[config.mk]
export PLATFORM = sky130hd
export DESIGN_NAME = dma_xlate_unit
export DESIGN_NICKNAME = d
export VERILOG_FILES = /design/src/rtl/dxl_pkg.sv /design/src/rtl/dxl_entry_ram.sv /design/src/rtl/dxl_seq_ctrl.sv /design/src/rtl/dxl_resp_build.sv /design/src/rtl/dma_xlate_unit.sv
export SDC_FILE = /design/constraint.sdc
export NUM_CORES = 2
export LEC_CHECK = 0
export BUFFER_PORTS_ARGS = -buffer_cell sky130_fd_sc_hd__buf_2
export CORE_ASPECT_RATIO = 0.75
export CORE_MARGIN = 2
export CORE_UTILIZATION = 65
export CTS_BUF_LIST = sky130_fd_sc_hd__clkbuf_16
export DETAILED_ROUTE_END_ITERATION = 16
export PLACE_DENSITY = 0.84
export SKIP_CTS_REPAIR_TIMING = 1
export SYNTH_ARGS = -nofsm -noshare
export SYNTH_HDL_FRONTEND = slang
export SYNTH_SLANG_ARGS = --single-unit
[constraint.sdc]
create_clock -name clk -period 9.98 [get_ports clk]
set_clock_uncertainty 0.15 [all_clocks]
set_input_delay 0 -clock clk [delete_from_list [all_inputs] [get_ports clk]]
set_output_delay 0 -clock clk [all_outputs]
set_load 0.1 [all_outputs]
[src/rtl/dxl_pkg.sv]
package dxl_pkg;

    typedef enum logic [1:0] {
        PERM_NONE = 2'd0,
        PERM_RD   = 2'd1,
        PERM_WR   = 2'd2,
        PERM_RW   = 2'd3
    } dxl_perm_e;

    typedef enum logic [1:0] {
        ST_CLEAR = 2'd0,
        ST_IDLE  = 2'd1,
        ST_RESP  = 2'd2
    } dxl_state_e;

    function automatic logic perm_denies(input logic [1:0] perm, input logic is_write);
        return is_write ? ~perm[1] : ~perm[0];
    endfunction

endpackage

[src/rtl/dxl_entry_ram.sv]
module dxl_entry_ram #(
    parameter int DEPTH = 16,
    parameter int WIDTH = 64,
    parameter int IDX_W = (DEPTH > 1) ? $clog2(DEPTH) : 1
) (
    input  logic             clk,
    input  logic             we,
    input  logic [IDX_W-1:0] waddr,
    input  logic [WIDTH-1:0] wdata,
    input  logic             re,
    input  logic [IDX_W-1:0] raddr,
    output logic [WIDTH-1:0] rdata
);

    logic [WIDTH-1:0] mem [DEPTH];

    // Read returns the old content on a same-address collision
    always_ff @(posedge clk) begin
        if (we) begin
            mem[waddr] <= wdata;
        end
        if (re) begin
            rdata <= mem[raddr];
        end
    end

endmodule

[src/rtl/dxl_seq_ctrl.sv]
module dxl_seq_ctrl
    import dxl_pkg::*;
#(
    parameter int DEPTH   = 16,
    parameter int ENTRY_W = 64,
    parameter int IDX_W   = (DEPTH > 1) ? $clog2(DEPTH) : 1
) (
    input  logic               clk,
    input  logic               rst,
    input  logic               req_valid,
    input  logic               tw_en,
    input  logic [IDX_W-1:0]   tw_idx,
    input  logic [ENTRY_W-1:0] tw_data,
    output logic               req_ready,
    output logic               rsp_valid,
    output logic               ram_we,
    output logic [IDX_W-1:0]   ram_waddr,
    output logic [ENTRY_W-1:0] ram_wdata
);

    localparam logic [IDX_W-1:0] LAST_IDX = IDX_W'(DEPTH - 1);

    dxl_state_e       state_q, state_d;
    logic [IDX_W-1:0] clr_cnt_q;
    logic             hs;

    assign hs = req_valid && req_ready;

    // State register
    always_ff @(posedge clk) begin
        if (rst) begin
            state_q   <= ST_CLEAR;
            clr_cnt_q <= '0;
        end else begin
            state_q <= state_d;
            if (state_q == ST_CLEAR) begin
                clr_cnt_q <= clr_cnt_q + 1'b1;
            end
        end
    end

    // Next state
    always_comb begin
        state_d = state_q;
        unique case (state_q)
            ST_CLEAR: if (clr_cnt_q == LAST_IDX) state_d = ST_IDLE;
            ST_IDLE:  if (hs) state_d = ST_RESP;
            ST_RESP:  state_d = hs ? ST_RESP : ST_IDLE;
            default:  state_d = ST_CLEAR;
        endcase
    end

    // Outputs
    always_comb begin
        req_ready = 1'b0;
        rsp_valid = 1'b0;
        ram_we    = 1'b0;
        ram_waddr = tw_idx;
        ram_wdata = tw_data;
        unique case (state_q)
            ST_CLEAR: begin
                ram_we    = 1'b1;
                ram_waddr = clr_cnt_q;
                ram_wdata = '0;
            end
            ST_IDLE: begin
                req_ready = 1'b1;
                ram_we    = tw_en && (tw_idx <= LAST_IDX);
            end
            ST_RESP: begin
                req_ready = 1'b1;
                rsp_valid = 1'b1;
                ram_we    = tw_en && (tw_idx <= LAST_IDX);
            end
            default: ;
        endcase
    end

    AST_RSP_FOLLOWS_HS: assert property (@(posedge clk) disable iff (rst)
        hs |=> rsp_valid);
    AST_RSP_NEEDS_HS: assert property (@(posedge clk) disable iff (rst)
        rsp_valid |-> $past(hs));
    AST_CLEAR_LENGTH: assert property (@(posedge clk) disable iff (rst)
        $rose(req_ready) |-> ($past(clr_cnt_q) == LAST_IDX));

endmodule

[src/rtl/dxl_resp_build.sv]
module dxl_resp_build
    import dxl_pkg::*;
#(
    parameter int ADDR_W  = 32,
    parameter int ENTRY_W = 64,
    parameter int SHIFT_W = $clog2(ADDR_W)
) (
    input  logic               clk,
    input  logic               rst,
    input  logic               valid,
    input  logic [ADDR_W-1:0]  addr_q,
    input  logic               write_q,
    input  logic [SHIFT_W-1:0] shift_q,
    input  logic               bypass_q,
    input  logic               in_range_q,
    input  logic [ENTRY_W-1:0] entry,
    output logic [ADDR_W-1:0]  page,
    output logic [ENTRY_W-1:0] phys,
    output logic [ADDR_W-1:0]  mask,
    output logic [1:0]         perm,
    output logic               fault
);

    logic [ADDR_W-1:0]  bus_pmask;
    logic [ENTRY_W-1:0] ent_pmask;

    assign bus_pmask = {ADDR_W{1'b1}} << shift_q;
    assign ent_pmask = {ENTRY_W{1'b1}} << shift_q;

    always_comb begin
        page = '0;
        phys = '0;
        mask = '1;
        perm = PERM_NONE;
        if (bypass_q) begin
            phys = ENTRY_W'(addr_q);
            perm = PERM_RW;
        end else if (in_range_q) begin
            page = addr_q & bus_pmask;
            phys = entry & ent_pmask;
            mask = ~bus_pmask;
            perm = entry[1:0];
        end
        fault = perm_denies(perm, write_q);
    end

    AST_BYPASS_FULL: assert property (@(posedge clk) disable iff (rst)
        (valid && bypass_q) |-> (perm == PERM_RW && !fault));
    AST_NONE_FAULTS: assert property (@(posedge clk) disable iff (rst)
        (valid && perm == PERM_NONE) |-> fault);
    AST_OOR_BLOCKED: assert property (@(posedge clk) disable iff (rst)
        (valid && !bypass_q && !in_range_q) |-> (perm == PERM_NONE && mask == '1 && phys == '0));

endmodule

[src/rtl/dma_xlate_unit.sv]
module dma_xlate_unit
    import dxl_pkg::*;
#(
    parameter int ADDR_W  = 32,
    parameter int ENTRY_W = 64,
    parameter int DEPTH   = 16,
    parameter int SHIFT_W = $clog2(ADDR_W),
    parameter int IDX_W   = (DEPTH > 1) ? $clog2(DEPTH) : 1
) (
    input  logic               clk,
    input  logic               rst,
    input  logic               cfg_bypass_we,
    input  logic               cfg_bypass_val,
    input  logic [SHIFT_W-1:0] cfg_page_shift,
    input  logic               tw_en,
    input  logic [IDX_W-1:0]   tw_idx,
    input  logic [ENTRY_W-1:0] tw_data,
    input  logic               req_valid,
    output logic               req_ready,
    input  logic [ADDR_W-1:0]  req_addr,
    input  logic               req_write,
    output logic               rsp_valid,
    output logic [ADDR_W-1:0]  rsp_page,
    output logic [ENTRY_W-1:0] rsp_phys,
    output logic [ADDR_W-1:0]  rsp_mask,
    output logic [1:0]         rsp_perm,
    output logic               rsp_fault
);

    localparam logic [ADDR_W-1:0] DEPTH_A = ADDR_W'(DEPTH);

    logic               bypass_flag;
    logic               hs;
    logic [ADDR_W-1:0]  idx_full;
    logic               ram_we;
    logic [IDX_W-1:0]   ram_waddr;
    logic [ENTRY_W-1:0] ram_wdata;
    logic [ENTRY_W-1:0] ram_rdata;
    logic [ADDR_W-1:0]  addr_q;
    logic               write_q;
    logic [SHIFT_W-1:0] shift_q;
    logic               bypass_q;
    logic               in_range_q;

    assign hs       = req_valid && req_ready;
    assign idx_full = req_addr >> cfg_page_shift;

    always_ff @(posedge clk) begin
        if (rst) begin
            bypass_flag <= 1'b0;
        end else if (cfg_bypass_we) begin
            bypass_flag <= cfg_bypass_val;
        end
    end

    // Request capture at the handshake
    always_ff @(posedge clk) begin
        if (rst) begin
            addr_q     <= '0;
            write_q    <= 1'b0;
            shift_q    <= '0;
            bypass_q   <= 1'b0;
            in_range_q <= 1'b0;
        end else if (hs) begin
            addr_q     <= req_addr;
            write_q    <= req_write;
            shift_q    <= cfg_page_shift;
            bypass_q   <= bypass_flag;
            in_range_q <= idx_full < DEPTH_A;
        end
    end

    dxl_seq_ctrl #(
        .DEPTH   (DEPTH),
        .ENTRY_W (ENTRY_W),
        .IDX_W   (IDX_W)
    ) u_seq (
        .clk       (clk),
        .rst       (rst),
        .req_valid (req_valid),
        .tw_en     (tw_en),
        .tw_idx    (tw_idx),
        .tw_data   (tw_data),
        .req_ready (req_ready),
        .rsp_valid (rsp_valid),
        .ram_we    (ram_we),
        .ram_waddr (ram_waddr),
        .ram_wdata (ram_wdata)
    );

    dxl_entry_ram #(
        .DEPTH (DEPTH),
        .WIDTH (ENTRY_W),
        .IDX_W (IDX_W)
    ) u_ram (
        .clk   (clk),
        .we    (ram_we),
        .waddr (ram_waddr),
        .wdata (ram_wdata),
        .re    (hs),
        .raddr (idx_full[IDX_W-1:0]),
        .rdata (ram_rdata)
    );

    dxl_resp_build #(
        .ADDR_W  (ADDR_W),
        .ENTRY_W (ENTRY_W),
        .SHIFT_W (SHIFT_W)
    ) u_resp (
        .clk        (clk),
        .rst        (rst),
        .valid      (rsp_valid),
        .addr_q     (addr_q),
        .write_q    (write_q),
        .shift_q    (shift_q),
        .bypass_q   (bypass_q),
        .in_range_q (in_range_q),
        .entry      (ram_rdata),
        .page       (rsp_page),
        .phys       (rsp_phys),
        .mask       (rsp_mask),
        .perm       (rsp_perm),
        .fault      (rsp_fault)
    );

    AST_CLEAR_WRITES_ZERO: assert property (@(posedge clk) disable iff (rst)
        (!req_ready && ram_we) |-> (ram_wdata == '0));
    AST_NO_RSP_CLEARING: assert property (@(posedge clk) disable iff (rst)
        !req_ready |-> !rsp_valid);

endmodule

==> run metrics <==
crit-path max FO=150; Num CTS Buffers=between 100 and 150; setup TNS=0 ps; total power=between 0.01 and 0.015 W; status=finished, final reports clean; LEAKAGE=19.4 nW; Async S/R FF share, synth=0%; global-route wire length before repair=around 170 mm; Period minus WS final=5480 ps; Worst Setup Start Kind=input port; vias in the first global route=between 20000 and 30000; Max Clk Rate=between 150 and 200 MHz; internal power=roughly 0.009 W; Tcrit/Tclk final=about 55%; Max-slew headroom=12.1%; Peak VDD IR=0.169 mV; # DRC=0; Logic pwr share=about 17%; top-area cell type share of the netlist area=between 70 and 80%; cell accounting for the most synthesized area=edfxtp_1; top-count cell post-synth=edfxtp_1; Ys Warns=0; crit end category=register; synthesized instance count=2778; clock slew at reported path FFs=70 ps; Clock power frac=32.0%; final WL=about 120 mm; top-level port count=245; drt wl/cell=roughly 28 um; deepest level of the CTS H-tree=3; width of the chip=~310 um; multi-input logic area=~11000 um^2; Placer Congestion=between 0.9 and 1; HPWL after DPL=roughly 61 mm; Max stage delay on crit path=940 ps; filler cell count=between 4000 and 5000; vias=about 28000; Port Buffers=244; Syn-to-layout area delta=15.0%; clock root buffer=clkbuf_16; NetSw=~0.0034 W; Hold WC Path Type=input port to register; fin nets=approximately 3300; Slew Viols, Final=0; dominant register cell in the synthesized netlist=edfxtp_1; critical-path cell list=dlygate4sd3_1 > buf_2 > buf_4 > mux2i_1 > a221oi_1 > a2111oi_2 > buf_12 > buf_4 > mux2i_1 > o22ai_1 > or4_1; detailed-router iteration count before antenna repair=6; sequential share of the synthesized area=73.6%; syn nets=2895; clock buffer depth=3; clock sink total=between 1000 and 1500; die area=around 72000 um^2; CTS tree=done; switching fraction of total power=roughly 28%; DR iter-0 viols=just over 4000; Worst EP arrival=between 5000 and 6000 ps; final setup vio count=0; Worst path top cell family by delay=buffers and inverters; Die Ht=about 230 um; Cell Area, Synth=about 46000 um^2; Area contributors post-synth=edfxtp_1 (72%), mux2i_1 (12%), o22ai_1 (3.5%); syn avg cell area=16.4 um^2; FF+latch area=about 34000 um^2; share of layout cells above drive strength 1=15.6%; Core Region=roughly 70000 um^2; DR vias/cell=around 6.6; gr ovfl total=0; Clock Latency Late Sink=roughly 670 ps; worst-margin pin slew=around 1300 ps; WP data required=between 10000 and 15000 ps; Global Route Usage Sum=between 30% and 40%; Slowest-stage cell, CP=a2111oi_2; critical path class=input port to register; Seq pwr share=around half; effective utilization at floorplan=between 60% and 70%; Distinct cells, synth=60; initial antenna violation count=4; hold slack=between 100 and 150 ps; Setup WS pre-CTS=about 4600 ps; Final WS setup=4500 ps; Final Hold Viols=0; synthesized flop and latch total=~1100; Buffers & Inverters on Critical Path=5; Antenna Nets Post-Route=0; Commonest cells post-synth=edfxtp_1 (1088), mux2i_1 (539), o22ai_1 (258); Post-synth EDFFs=~1100; MaxCap Viol Count=0; P per Cell Area=234 nW/um^2; Rows=84; RSZ-0062 raised after global routing=no; pin count of the biggest net entering global routing=~150
-- area by class of cell --
type	instances	area share (%)
Clock buffer	104	4.96
Tap cell	946	2.25
Clock inverter	85	1.42
Antenna cell	1	0.00476
Multi-Input combinational cell	1440	21.4
Timing Repair Buffer	429	5.70
Inverter	37	0.269
Sequential cell	1135	64.0
-- path summary, 6_finish.rpt --
path / depth (start not counted) / slack, ps / endpoint / startpoint
max: 11 / 4500 / u_ram.rdata[6] / cfg_page_shift[1]
min: 4 / 100 / in_range_q / cfg_page_shift[4]
max reg2reg: 7 / 5760 / u_ram.mem[4][47] / u_seq.state_q[0]
min reg2reg: 2 / 320 / bypass_q / bypass_flag
-- per-layer routing --
layer | global-route usage [%] | share of wire (%) | vias to the layer above | wire length [um]
met4 | 11.2 | 3.3 | 4 | 3960
met3 | 6.51 | 11 | 301 | 12800
met5 | 0 | 0.026 | - | 31
met1 | 44.8 | 38 | 13900 | 44600
met2 | 52.3 | 48 | 1838 | 57500
li1 | - | - | 11700 | -
-- registers in the layout (all words and copies together) (netlist names) --
| name | flops |
|---|---|
| addr_q | 32 |
| bypass_flag | 1 |
| bypass_q | 1 |
| in_range_q | 1 |
| shift_q | 5 |
| u_ram.mem | 1024 |
| u_ram.rdata | 64 |
| u_seq.clr_cnt_q | 4 |
| u_seq.state_q | 2 |
| write_q | 1 |
-- worst register-to-register path, cell delays in order, from the launching register on --
cell	delay (ps)
dfxtp_1	330
inv_1	160
ha_4	650
nand2b_1	190
a21oi_1	270
nand2_1	310
nor2_4	930
buf_4	780
-- cell usage in the layout (no fill, tap or decap), types with 15 or more instances in the layout --
| cell | count |
|---|---|
| dfxtp_1 | 47 |
| a21oi_1 | 71 |
| clkbuf_16 | 104 |
| or4_1 | 65 |
| mux2i_1 | 539 |
| buf_4 | 40 |
| inv_1 | 51 |
| a22o_1 | 27 |
| o22ai_1 | 258 |
| dlygate4sd3_1 | 143 |
| edfxtp_1 | 1088 |
| nor2_1 | 40 |
| and2_1 | 58 |
| buf_2 | 244 |
| nor2_4 | 16 |
| nor2b_1 | 74 |
| clkinv_2 | 26 |
| nand2_1 | 119 |
| clkinv_1 | 15 |
-- power by group through the flow --
stage	clock network [W]	registers [W]	logic (W)
final	0.00393	0.00629	0.00208
after global routing	0.00412	0.00632	0.00219
after CTS	0.00395	0.00628	0.00200
after detailed placement	0	0.00637	0.00198
after global placement	0	0.00633	0.00191
after floorplan	0	0.00634	0.00127
-- metrics by stage --
stage / std cells / area, um^2 / util (%)
detailed placement: 3844 / 47700 / 68.4
global placement: 3844 / 47700 / 68.4
floorplan: 2778 / 45700 / -
finish: 4177 / 52500 / 75.3
CTS: 4033 / 51100 / 73.2
global route: 4176 / 52500 / 75.3
-- kinds of logic after synthesis --
| group | after synthesis | synth area share [%] |
|---|---|---|
| DFF | 1135 | 73.6 |
| xor gates and xnor gates | 3 | 0.0575 |
| buffers and inverters | 203 | 2.24 |
| and+or+nand+nor | 445 | 5.31 |
| AOI/OAI and AO/OA | 423 | 5.99 |
| adders and majority gates | 5 | 0.137 |
| muxes | 564 | 12.7 |
Power figures use the tool's default switching activity.
